[src/rtl/trapctl_pkg.sv]
package trapctl_pkg;

  typedef enum logic [3:0] {
    ST_RESET,
    ST_BOOT_SET,
    ST_FIRST_FETCH,
    ST_DECODE,
    ST_FLUSH,
    ST_IRQ_TAKEN,
    ST_HALT_WAIT,
    ST_DBG_ENTER,
    ST_SLEEP
  } ctl_state_e;

  typedef enum logic [2:0] {
    PC_BOOT    = 3'd0,
    PC_SEQ     = 3'd1,
    PC_TRAP    = 3'd2,
    PC_IRQ     = 3'd3,
    PC_DBG     = 3'd4,
    PC_DBG_EXC = 3'd5,
    PC_DRET    = 3'd6
  } pc_sel_e;

  typedef enum logic [1:0] {
    DPC_NEXT = 2'd0,
    DPC_CUR  = 2'd1,
    DPC_TRAP = 2'd2
  } dpc_sel_e;

  localparam int unsigned EXC_ILLEGAL     = 2;
  localparam int unsigned EXC_BREAK       = 3;
  localparam int unsigned EXC_LOAD_FAULT  = 5;
  localparam int unsigned EXC_STORE_FAULT = 7;

endpackage

[src/rtl/trapctl_cause.sv]
module trapctl_cause
  import trapctl_pkg::*;
#(
  parameter int unsigned XLEN     = 32,
  parameter int unsigned CAUSE_W  = 5,
  parameter int unsigned IRQ_ID_W = 4
) (
  input  logic                exc_illegal_i,
  input  logic                exc_load_i,
  input  logic                exc_store_i,
  input  logic                exc_ebreak_i,
  input  logic [XLEN-1:0]     instr_word_i,
  input  logic [XLEN-1:0]     fault_addr_i,
  input  logic [IRQ_ID_W-1:0] irq_id_i,
  output logic                has_exc_o,
  output logic                is_ebreak_o,
  output logic [CAUSE_W:0]    exc_cause_o,
  output logic [XLEN-1:0]     exc_tval_o,
  output logic [CAUSE_W:0]    irq_cause_o
);

  // Fixed priority among simultaneous exception flags.
  always_comb begin
    has_exc_o   = exc_illegal_i | exc_load_i | exc_store_i | exc_ebreak_i;
    is_ebreak_o = exc_ebreak_i & ~exc_illegal_i;
    exc_cause_o = '0;
    exc_tval_o  = '0;
    if (exc_illegal_i) begin
      exc_cause_o = {1'b0, CAUSE_W'(EXC_ILLEGAL)};
      exc_tval_o  = instr_word_i;
    end else if (exc_ebreak_i) begin
      exc_cause_o = {1'b0, CAUSE_W'(EXC_BREAK)};
    end else if (exc_load_i) begin
      exc_cause_o = {1'b0, CAUSE_W'(EXC_LOAD_FAULT)};
      exc_tval_o  = fault_addr_i;
    end else if (exc_store_i) begin
      exc_cause_o = {1'b0, CAUSE_W'(EXC_STORE_FAULT)};
      exc_tval_o  = fault_addr_i;
    end
  end

  // Interrupt cause: flag bit plus the id, widened or trimmed to the code field.
  generate
    if (IRQ_ID_W < CAUSE_W) begin : g_irq_widen
      assign irq_cause_o = {1'b1, {(CAUSE_W-IRQ_ID_W){1'b0}}, irq_id_i};
    end else begin : g_irq_trim
      assign irq_cause_o = {1'b1, irq_id_i[CAUSE_W-1:0]};
    end
  endgenerate

endmodule

[src/rtl/trapctl_gate.sv]
module trapctl_gate (
  input  logic debug_mode_i,
  input  logic irq_pending_i,
  input  logic dbg_req_i,
  input  logic dbg_step_i,
  input  logic wfi_i,
  output logic irq_ok_o,
  output logic dbg_ok_o,
  output logic step_ok_o,
  output logic wfi_ok_o
);

  // All requests are masked in debug mode, so the FSM needs no mode guards for them.
  always_comb begin
    irq_ok_o  = irq_pending_i & ~debug_mode_i;
    dbg_ok_o  = dbg_req_i     & ~debug_mode_i;
    step_ok_o = dbg_step_i    & ~debug_mode_i;
    wfi_ok_o  = wfi_i         & ~debug_mode_i;
  end

endmodule

[src/rtl/trap_dbg_ctrl.sv]
module trap_dbg_ctrl
  import trapctl_pkg::*;
#(
  parameter int unsigned XLEN     = 32,
  parameter int unsigned CAUSE_W  = 5,
  parameter int unsigned IRQ_ID_W = 4
) (
  input  logic                clk,
  input  logic                rst,
  input  logic                id_valid_i,
  input  logic                id_busy_i,
  input  logic                exc_illegal_i,
  input  logic                exc_load_i,
  input  logic                exc_store_i,
  input  logic                exc_ebreak_i,
  input  logic [XLEN-1:0]     instr_word_i,
  input  logic [XLEN-1:0]     fault_addr_i,
  input  logic                csr_crit_i,
  input  logic                csr_illegal_i,
  input  logic                rf_we_dec_i,
  input  logic                wfi_i,
  input  logic                dret_i,
  input  logic                irq_pending_i,
  input  logic [IRQ_ID_W-1:0] irq_id_i,
  input  logic                dbg_req_i,
  input  logic                dbg_step_i,
  output logic                pc_set_o,
  output logic [2:0]          pc_sel_o,
  output logic                csr_save_cause_o,
  output logic [CAUSE_W:0]    cause_o,
  output logic [XLEN-1:0]     tval_o,
  output logic                csr_save_dpc_o,
  output logic [1:0]          dpc_sel_o,
  output logic                fetch_clear_o,
  output logic                fetch_halt_o,
  output logic                debug_mode_o,
  output logic                rf_we_o
);

  localparam int unsigned CW = CAUSE_W + 1;

  ctl_state_e      state_q, state_d;
  pc_sel_e         pc_sel_q, pc_sel_d;
  dpc_sel_e        dpc_sel_q, dpc_sel_d, dpc_pend_q, dpc_pend_d;
  logic            pc_set_q, pc_set_d;
  logic            save_cause_q, save_cause_d;
  logic            save_dpc_q, save_dpc_d;
  logic            clear_q, clear_d;
  logic            halt_q, halt_d;
  logic            dbg_mode_q, dbg_mode_d;
  logic [CW-1:0]   cause_q, cause_d, irq_hold_q, irq_hold_d;
  logic [XLEN-1:0] tval_q, tval_d;

  logic            has_exc, is_ebreak;
  logic [CW-1:0]   exc_cause, irq_cause;
  logic [XLEN-1:0] exc_tval;
  logic            irq_ok, dbg_ok, step_ok, wfi_ok;
  logic            done, take_req;

  trapctl_cause #(
    .XLEN     (XLEN),
    .CAUSE_W  (CAUSE_W),
    .IRQ_ID_W (IRQ_ID_W)
  ) u_cause (
    .exc_illegal_i (exc_illegal_i),
    .exc_load_i    (exc_load_i),
    .exc_store_i   (exc_store_i),
    .exc_ebreak_i  (exc_ebreak_i),
    .instr_word_i  (instr_word_i),
    .fault_addr_i  (fault_addr_i),
    .irq_id_i      (irq_id_i),
    .has_exc_o     (has_exc),
    .is_ebreak_o   (is_ebreak),
    .exc_cause_o   (exc_cause),
    .exc_tval_o    (exc_tval),
    .irq_cause_o   (irq_cause)
  );

  trapctl_gate u_gate (
    .debug_mode_i  (dbg_mode_q),
    .irq_pending_i (irq_pending_i),
    .dbg_req_i     (dbg_req_i),
    .dbg_step_i    (dbg_step_i),
    .wfi_i         (wfi_i),
    .irq_ok_o      (irq_ok),
    .dbg_ok_o      (dbg_ok),
    .step_ok_o     (step_ok),
    .wfi_ok_o      (wfi_ok)
  );

  assign done = id_valid_i & ~id_busy_i;

  always_comb begin
    state_d      = state_q;
    pc_set_d     = 1'b0;
    pc_sel_d     = pc_sel_q;
    save_cause_d = 1'b0;
    save_dpc_d   = 1'b0;
    clear_d      = 1'b0;
    cause_d      = cause_q;
    tval_d       = tval_q;
    dpc_sel_d    = dpc_sel_q;
    dpc_pend_d   = dpc_pend_q;
    dbg_mode_d   = dbg_mode_q;
    irq_hold_d   = irq_hold_q;
    take_req     = 1'b0;

    unique case (state_q)
      ST_RESET: state_d = ST_BOOT_SET;

      ST_BOOT_SET: begin
        pc_set_d = 1'b1;
        pc_sel_d = PC_BOOT;
        clear_d  = 1'b1;
        state_d  = ST_FIRST_FETCH;
      end

      ST_FIRST_FETCH: state_d = ST_DECODE;

      ST_DECODE: begin
        // The completing instruction and its exception come first.
        if (done) begin
          if (has_exc) begin
            if (dbg_mode_q) begin
              pc_set_d = 1'b1;
              pc_sel_d = PC_DBG_EXC;
              clear_d  = 1'b1;
            end else if (is_ebreak) begin
              dpc_pend_d = DPC_CUR;
              clear_d    = 1'b1;
              state_d    = ST_DBG_ENTER;
            end else begin
              save_cause_d = 1'b1;
              cause_d      = exc_cause;
              tval_d       = exc_tval;
              clear_d      = 1'b1;
              if (step_ok) begin
                dpc_pend_d = DPC_TRAP;
                state_d    = ST_DBG_ENTER;
              end else begin
                pc_set_d = 1'b1;
                pc_sel_d = PC_TRAP;
              end
            end
          end else if (dbg_mode_q && dret_i) begin
            pc_set_d   = 1'b1;
            pc_sel_d   = PC_DRET;
            clear_d    = 1'b1;
            dbg_mode_d = 1'b0;
          end else if (step_ok) begin
            dpc_pend_d = DPC_NEXT;
            clear_d    = 1'b1;
            state_d    = ST_DBG_ENTER;
          end else if (csr_crit_i) begin
            clear_d = 1'b1;
            state_d = ST_FLUSH;
          end else if (wfi_ok) begin
            clear_d = 1'b1;
            state_d = ST_SLEEP;
          end else begin
            take_req = 1'b1;
          end
        end else if (!id_valid_i) begin
          take_req = 1'b1;
        end
        // Requests are served only at a boundary: debug before interrupt.
        if (take_req) begin
          if (dbg_ok) begin
            clear_d = 1'b1;
            state_d = ST_HALT_WAIT;
          end else if (irq_ok) begin
            irq_hold_d = irq_cause;
            clear_d    = 1'b1;
            state_d    = ST_IRQ_TAKEN;
          end
        end
      end

      ST_FLUSH: begin
        if (dbg_ok) begin
          state_d = ST_HALT_WAIT;
        end else if (irq_ok) begin
          irq_hold_d = irq_cause;
          state_d    = ST_IRQ_TAKEN;
        end else begin
          pc_set_d = 1'b1;
          pc_sel_d = PC_SEQ;
          clear_d  = 1'b1;
          state_d  = ST_DECODE;
        end
      end

      ST_IRQ_TAKEN: begin
        pc_set_d     = 1'b1;
        pc_sel_d     = PC_IRQ;
        save_cause_d = 1'b1;
        cause_d      = irq_hold_q;
        tval_d       = '0;
        clear_d      = 1'b1;
        state_d      = ST_DECODE;
      end

      ST_HALT_WAIT: begin
        // Entry goes ahead only if the request is still present.
        if (dbg_ok) begin
          pc_set_d   = 1'b1;
          pc_sel_d   = PC_DBG;
          save_dpc_d = 1'b1;
          dpc_sel_d  = DPC_NEXT;
          dbg_mode_d = 1'b1;
          clear_d    = 1'b1;
        end
        state_d = ST_DECODE;
      end

      ST_DBG_ENTER: begin
        pc_set_d   = 1'b1;
        pc_sel_d   = PC_DBG;
        save_dpc_d = 1'b1;
        dpc_sel_d  = dpc_pend_q;
        dbg_mode_d = 1'b1;
        clear_d    = 1'b1;
        state_d    = ST_DECODE;
      end

      ST_SLEEP: begin
        if (irq_ok || dbg_ok) state_d = ST_DECODE;
      end

      default: state_d = ctl_state_e'('X);
    endcase

    halt_d = !(state_d inside {ST_DECODE, ST_FIRST_FETCH});
  end

  always_ff @(posedge clk) begin
    if (rst) begin
      state_q      <= ST_RESET;
      pc_set_q     <= 1'b0;
      pc_sel_q     <= PC_BOOT;
      save_cause_q <= 1'b0;
      save_dpc_q   <= 1'b0;
      clear_q      <= 1'b0;
      halt_q       <= 1'b1;
      cause_q      <= '0;
      tval_q       <= '0;
      dpc_sel_q    <= DPC_NEXT;
      dpc_pend_q   <= DPC_NEXT;
      dbg_mode_q   <= 1'b0;
      irq_hold_q   <= '0;
    end else begin
      state_q      <= state_d;
      pc_set_q     <= pc_set_d;
      pc_sel_q     <= pc_sel_d;
      save_cause_q <= save_cause_d;
      save_dpc_q   <= save_dpc_d;
      clear_q      <= clear_d;
      halt_q       <= halt_d;
      cause_q      <= cause_d;
      tval_q       <= tval_d;
      dpc_sel_q    <= dpc_sel_d;
      dpc_pend_q   <= dpc_pend_d;
      dbg_mode_q   <= dbg_mode_d;
      irq_hold_q   <= irq_hold_d;
    end
  end

  assign pc_set_o         = pc_set_q;
  assign pc_sel_o         = pc_sel_q;
  assign csr_save_cause_o = save_cause_q;
  assign cause_o          = cause_q;
  assign tval_o           = tval_q;
  assign csr_save_dpc_o   = save_dpc_q;
  assign dpc_sel_o        = dpc_sel_q;
  assign fetch_clear_o    = clear_q;
  assign fetch_halt_o     = halt_q;
  assign debug_mode_o     = dbg_mode_q;

  // Write enable qualifies the decoder's request in the same cycle.
  assign rf_we_o = rf_we_dec_i & id_valid_i & ~csr_illegal_i & (state_q == ST_DECODE);

  p_busy_hold_r2: assert property (@(posedge clk) disable iff (rst)
    (state_q == ST_DECODE && id_valid_i && id_busy_i) |=> (!pc_set_o && !fetch_clear_o));

  p_trap_cause_r4: assert property (@(posedge clk) disable iff (rst)
    (pc_set_o && pc_sel_o == PC_TRAP) |-> (csr_save_cause_o && !cause_o[CAUSE_W]));

  p_irq_cause_r5: assert property (@(posedge clk) disable iff (rst)
    (pc_set_o && pc_sel_o == PC_IRQ) |-> (csr_save_cause_o && cause_o[CAUSE_W] && tval_o == '0));

  p_dpc_entry_r6: assert property (@(posedge clk) disable iff (rst)
    csr_save_dpc_o |-> (pc_set_o && pc_sel_o == PC_DBG && debug_mode_o && !$past(debug_mode_o)));

  p_abandon_r7: assert property (@(posedge clk) disable iff (rst)
    (state_q == ST_HALT_WAIT && !dbg_req_i) |=> (!csr_save_dpc_o && !debug_mode_o && !pc_set_o));

  p_irq_masked_r8: assert property (@(posedge clk) disable iff (rst)
    (pc_set_o && pc_sel_o == PC_IRQ) |-> !debug_mode_o);

  p_halt_clears_r11: assert property (@(posedge clk) disable iff (rst)
    $rose(fetch_halt_o) |-> fetch_clear_o);

endmodule

[config.mk]
export PLATFORM = sky130hd
export DESIGN_NAME = trap_dbg_ctrl
export DESIGN_NICKNAME = d
export VERILOG_FILES = /design/src/rtl/trapctl_pkg.sv /design/src/rtl/trapctl_cause.sv /design/src/rtl/trapctl_gate.sv /design/src/rtl/trap_dbg_ctrl.sv
export SDC_FILE = /design/constraint.sdc
export NUM_CORES = 1
export LEC_CHECK = 0
export ABC_AREA = 1
export BUFFER_PORTS_ARGS = -buffer_cell sky130_fd_sc_hd__buf_2
export CORE_MARGIN = 5
export CORE_UTILIZATION = 48
export DETAILED_ROUTE_END_ITERATION = 16
export GPL_TIMING_DRIVEN = 0
export HOLD_SLACK_MARGIN = 0.03
export PLACE_DENSITY = 0.83
export SYNTH_ARGS = -nofsm -noshare
export SYNTH_HDL_FRONTEND = slang
export SYNTH_SLANG_ARGS = --single-unit
[constraint.sdc]
create_clock -name clk -period 1.9 [get_ports clk]
set_input_delay 0.57 -clock clk [delete_from_list [all_inputs] [get_ports clk]]
set_output_delay 0.57 -clock clk [all_outputs]
set_load 0.01 [all_outputs]
==> impl_metrics.toml <==
[outcome]
status = "complete, no violations"

[place]
placedCellCount = 683
port_buffers = 130
gp_congestion = 0.940
place_worst_setup_slack_ns = -0.310
dp_hpwl_mm = 7.35

[global_routing]
globalRouteMet1Util_pct = 28.1
grt_max_degree = 11
grt_util_met3_pct = 4.67
gr-usage-met2_pct = 38.7
grt_util_all_layers_pct = 22.8
grt_first_pass_wirelength_mm = 15.6
overflow = 0
grt-busiest-layer = "met2"
antenna_found_initial = 0
grt_pass1_vias = 3480

[logic_synthesis]
yosys.cell_types.count = 26
synthCells = 476
yosys-top-cells-count = "nand2_1, a21oi_1, dfxtp_1, nand3_1, nor2_1"
synthTopCellsByArea = "dfxtp_1, nand2_1, a21oi_1"
yosysTopAreaCell = "dfxtp_1"
async_reset_ff_share_pct = 0
syn-num-nets = 560
yosysTopAreaCellShare_pct = 38.7
synth.most_common_cell = "nand2_1"
syn_area_um2 = 3050
synth_ff_type = "dfxtp_1"
synth_seq_cells = 59
synth-edff-count = 0
yosys_warnings = 0
synth.avg_cell_area_um2 = 6.41
synth_seq_area_share_pct = 38.7

[setup_path]
crit_path_start_kind = "register"
r2r_cells = 10
crit_path_end_kind = "primary output"
cp.required_ns = 1.33
cp.arrival_ns = 1.26
path_cells = "nor2_4 -> nand3_2 -> nor3_1 -> buf_2"
worst-path-max-fanout = 4
critPathKind = "register to primary output"
max_stage_delay_ns = 0.36
worst_path_max_delay_cell = "dfxtp_1"

[drt]
antenna_left = 0
firstDrtPassIters = 4
routedWlPerCell_um = 13.7
via_per_inst = 5.16
initialDrtViolationCount = 232
drc = 0
wl_mm = 9.53
via_count = 3599

[final_layout]
stdcell_count = 698
layout-drive-gt1-share_pct = 28.8
nets = 701
regArea_um2 = 1180
nFillCells = 611
antenna_cells = 0
areaGrowthSynthToFinish_pct = 31.3
multiInputGateArea_um2 = 1610

[timing]
finalSetupTns_ns = 0
setup_viol = 0
slew_headroom_pct = 62.8
slew_violations = 0
period_minus_slack_ns = 1.83
hold_viol = 0
fmaxAchievable_mhz = 547
layout_worst_path_cycle_share_pct = 96.2
setup_slack_ns = 0.0723
worst_slew_pin_slew_ns = 0.558
finClkSkew_ns = 0.00837

[run]
drv_cap = 0

[clock_network]
ctsHoldBuffers = 0
clkTransAtPathRegs_ns = 0.06
cts_tree = "done"
cts_root_buffer = "clkbuf_8"
cts_setup_buffers = 0
cts_buffer_depth = 2
cts_buffers = 9
cts_max_level = 3
clk-insertion-delay-late_ns = 0.32
clock_sinks = 59

[die]
core_region_area_um2 = 6280
rows = 29
die_h_um = 89.7
pin_count = 134
die_w_um = 89.7
dieArea_um2 = 8050
start_util_pct = 48.6

[power_and_ir_drop]
ir_worst_vdd_mv = 0.457
leakage_nw = 1.91
power.density_nw_per_um2 = 839
p_total_mw = 3.36

[hold_path]
hold_depth = 2
hold_path_class = "register to register"
## worst paths after layout
kind / startpoint / end / slack, ns
min reg2reg: irq_hold_q[5] / irq_hold_q[5] / 0.46
max: state_q[3] / rf_we_o / 0.07
max reg2reg: state_q[3] / pc_sel_o[1] / 0.14
min: irq_hold_q[5] / irq_hold_q[5] / 0.46
## flip-flops by register name (all words and copies together) (netlist names)
| register | cells |
|---|---|
| tval_o | 32 |
| cause_o | 5 |
| irq_hold_q | 5 |
| state_q | 4 |
| pc_sel_o | 3 |
| dpc_pend_q | 2 |
| dpc_sel_o | 2 |
| csr_save_cause_o | 1 |
| csr_save_dpc_o | 1 |
| debug_mode_o | 1 |
| fetch_clear_o | 1 |
| fetch_halt_o | 1 |
| pc_set_o | 1 |
## placed cells by master, fill, tap and decap left out, types with 2 or more instances in the layout
cell type	netlist	routed
buf_4	3	3
a21oi_1	78	78
clkbuf_8	0	9
nand2_1	153	150
nor2_1	33	32
o21ai_1	2	3
nor2_2	2	2
inv_1	26	26
o21ai_0	26	25
clkinv_2	1	3
nand3_2	0	2
nand2_2	3	6
inv_2	6	6
nor2_4	1	2
dfxtp_1	59	56
nand3_1	51	49
dfxtp_2	0	3
clkbuf_1	12	15
buf_2	7	136
buf_6	4	4
## metal layers
layer  share of wire (%)  vias to the layer above
met5                   0                        -
met4                 2.2                        0
met3                 6.7                       16
met2                  49                      121
met1                  42                     1629
li1                    -                     1833
## worst max-delay path, delay by kind of cell, from the launching register on
family | cells | cell delay, ns
buffers and inverters | 1 | 0.16
flip-flops | 1 | 0.36
AND/OR/NAND/NOR | 3 | 0.43
## where the power goes
group	internal [mW]	leakage, nW	switching [mW]
Combinational	0.338	1.34	0.548
Clock	0.596	0.0902	0.448
Sequential	1.35	0.479	0.0803
Total	2.28	1.91	1.08
## per-stage QoR
step / hold slack [ns] / utilization, % / cell area (um^2)
after floorplan: 0.430 / - / 3050
after global placement: 0.440 / 60.5 / 3800
after detailed placement: 0.445 / 60.5 / 3800
after CTS: 0.454 / 63.4 / 3980
after global routing: 0.480 / 63.8 / 4000
final: 0.459 / 63.8 / 4000
## cell families after synthesis
group,Yosys count,synth area share [%]
simple gates,244,32.8
compound gates,111,19.1
buf+inv,61,9.19
flops,59,38.7
other cells,1,0.123
## final cells by class
| class | count | area share (%) |
|---|---|---|
| multi-input cells | 356 | 40.3 |
| well taps | 77 | 2.41 |
| repair buffers | 130 | 16.3 |
| flip-flops and latches | 59 | 29.6 |
| clock buffers | 12 | 3.38 |
| plain buffers | 27 | 3.84 |
| inverters | 34 | 3.22 |
| clock inverters | 3 | 1.00 |
## repair_timing
action	in CTS	in global routing
resized for setup	2	10
setup endpoints to repair	2	36
pin swaps	0	1
No activity file was read; power rests on OpenSTA's default activity.
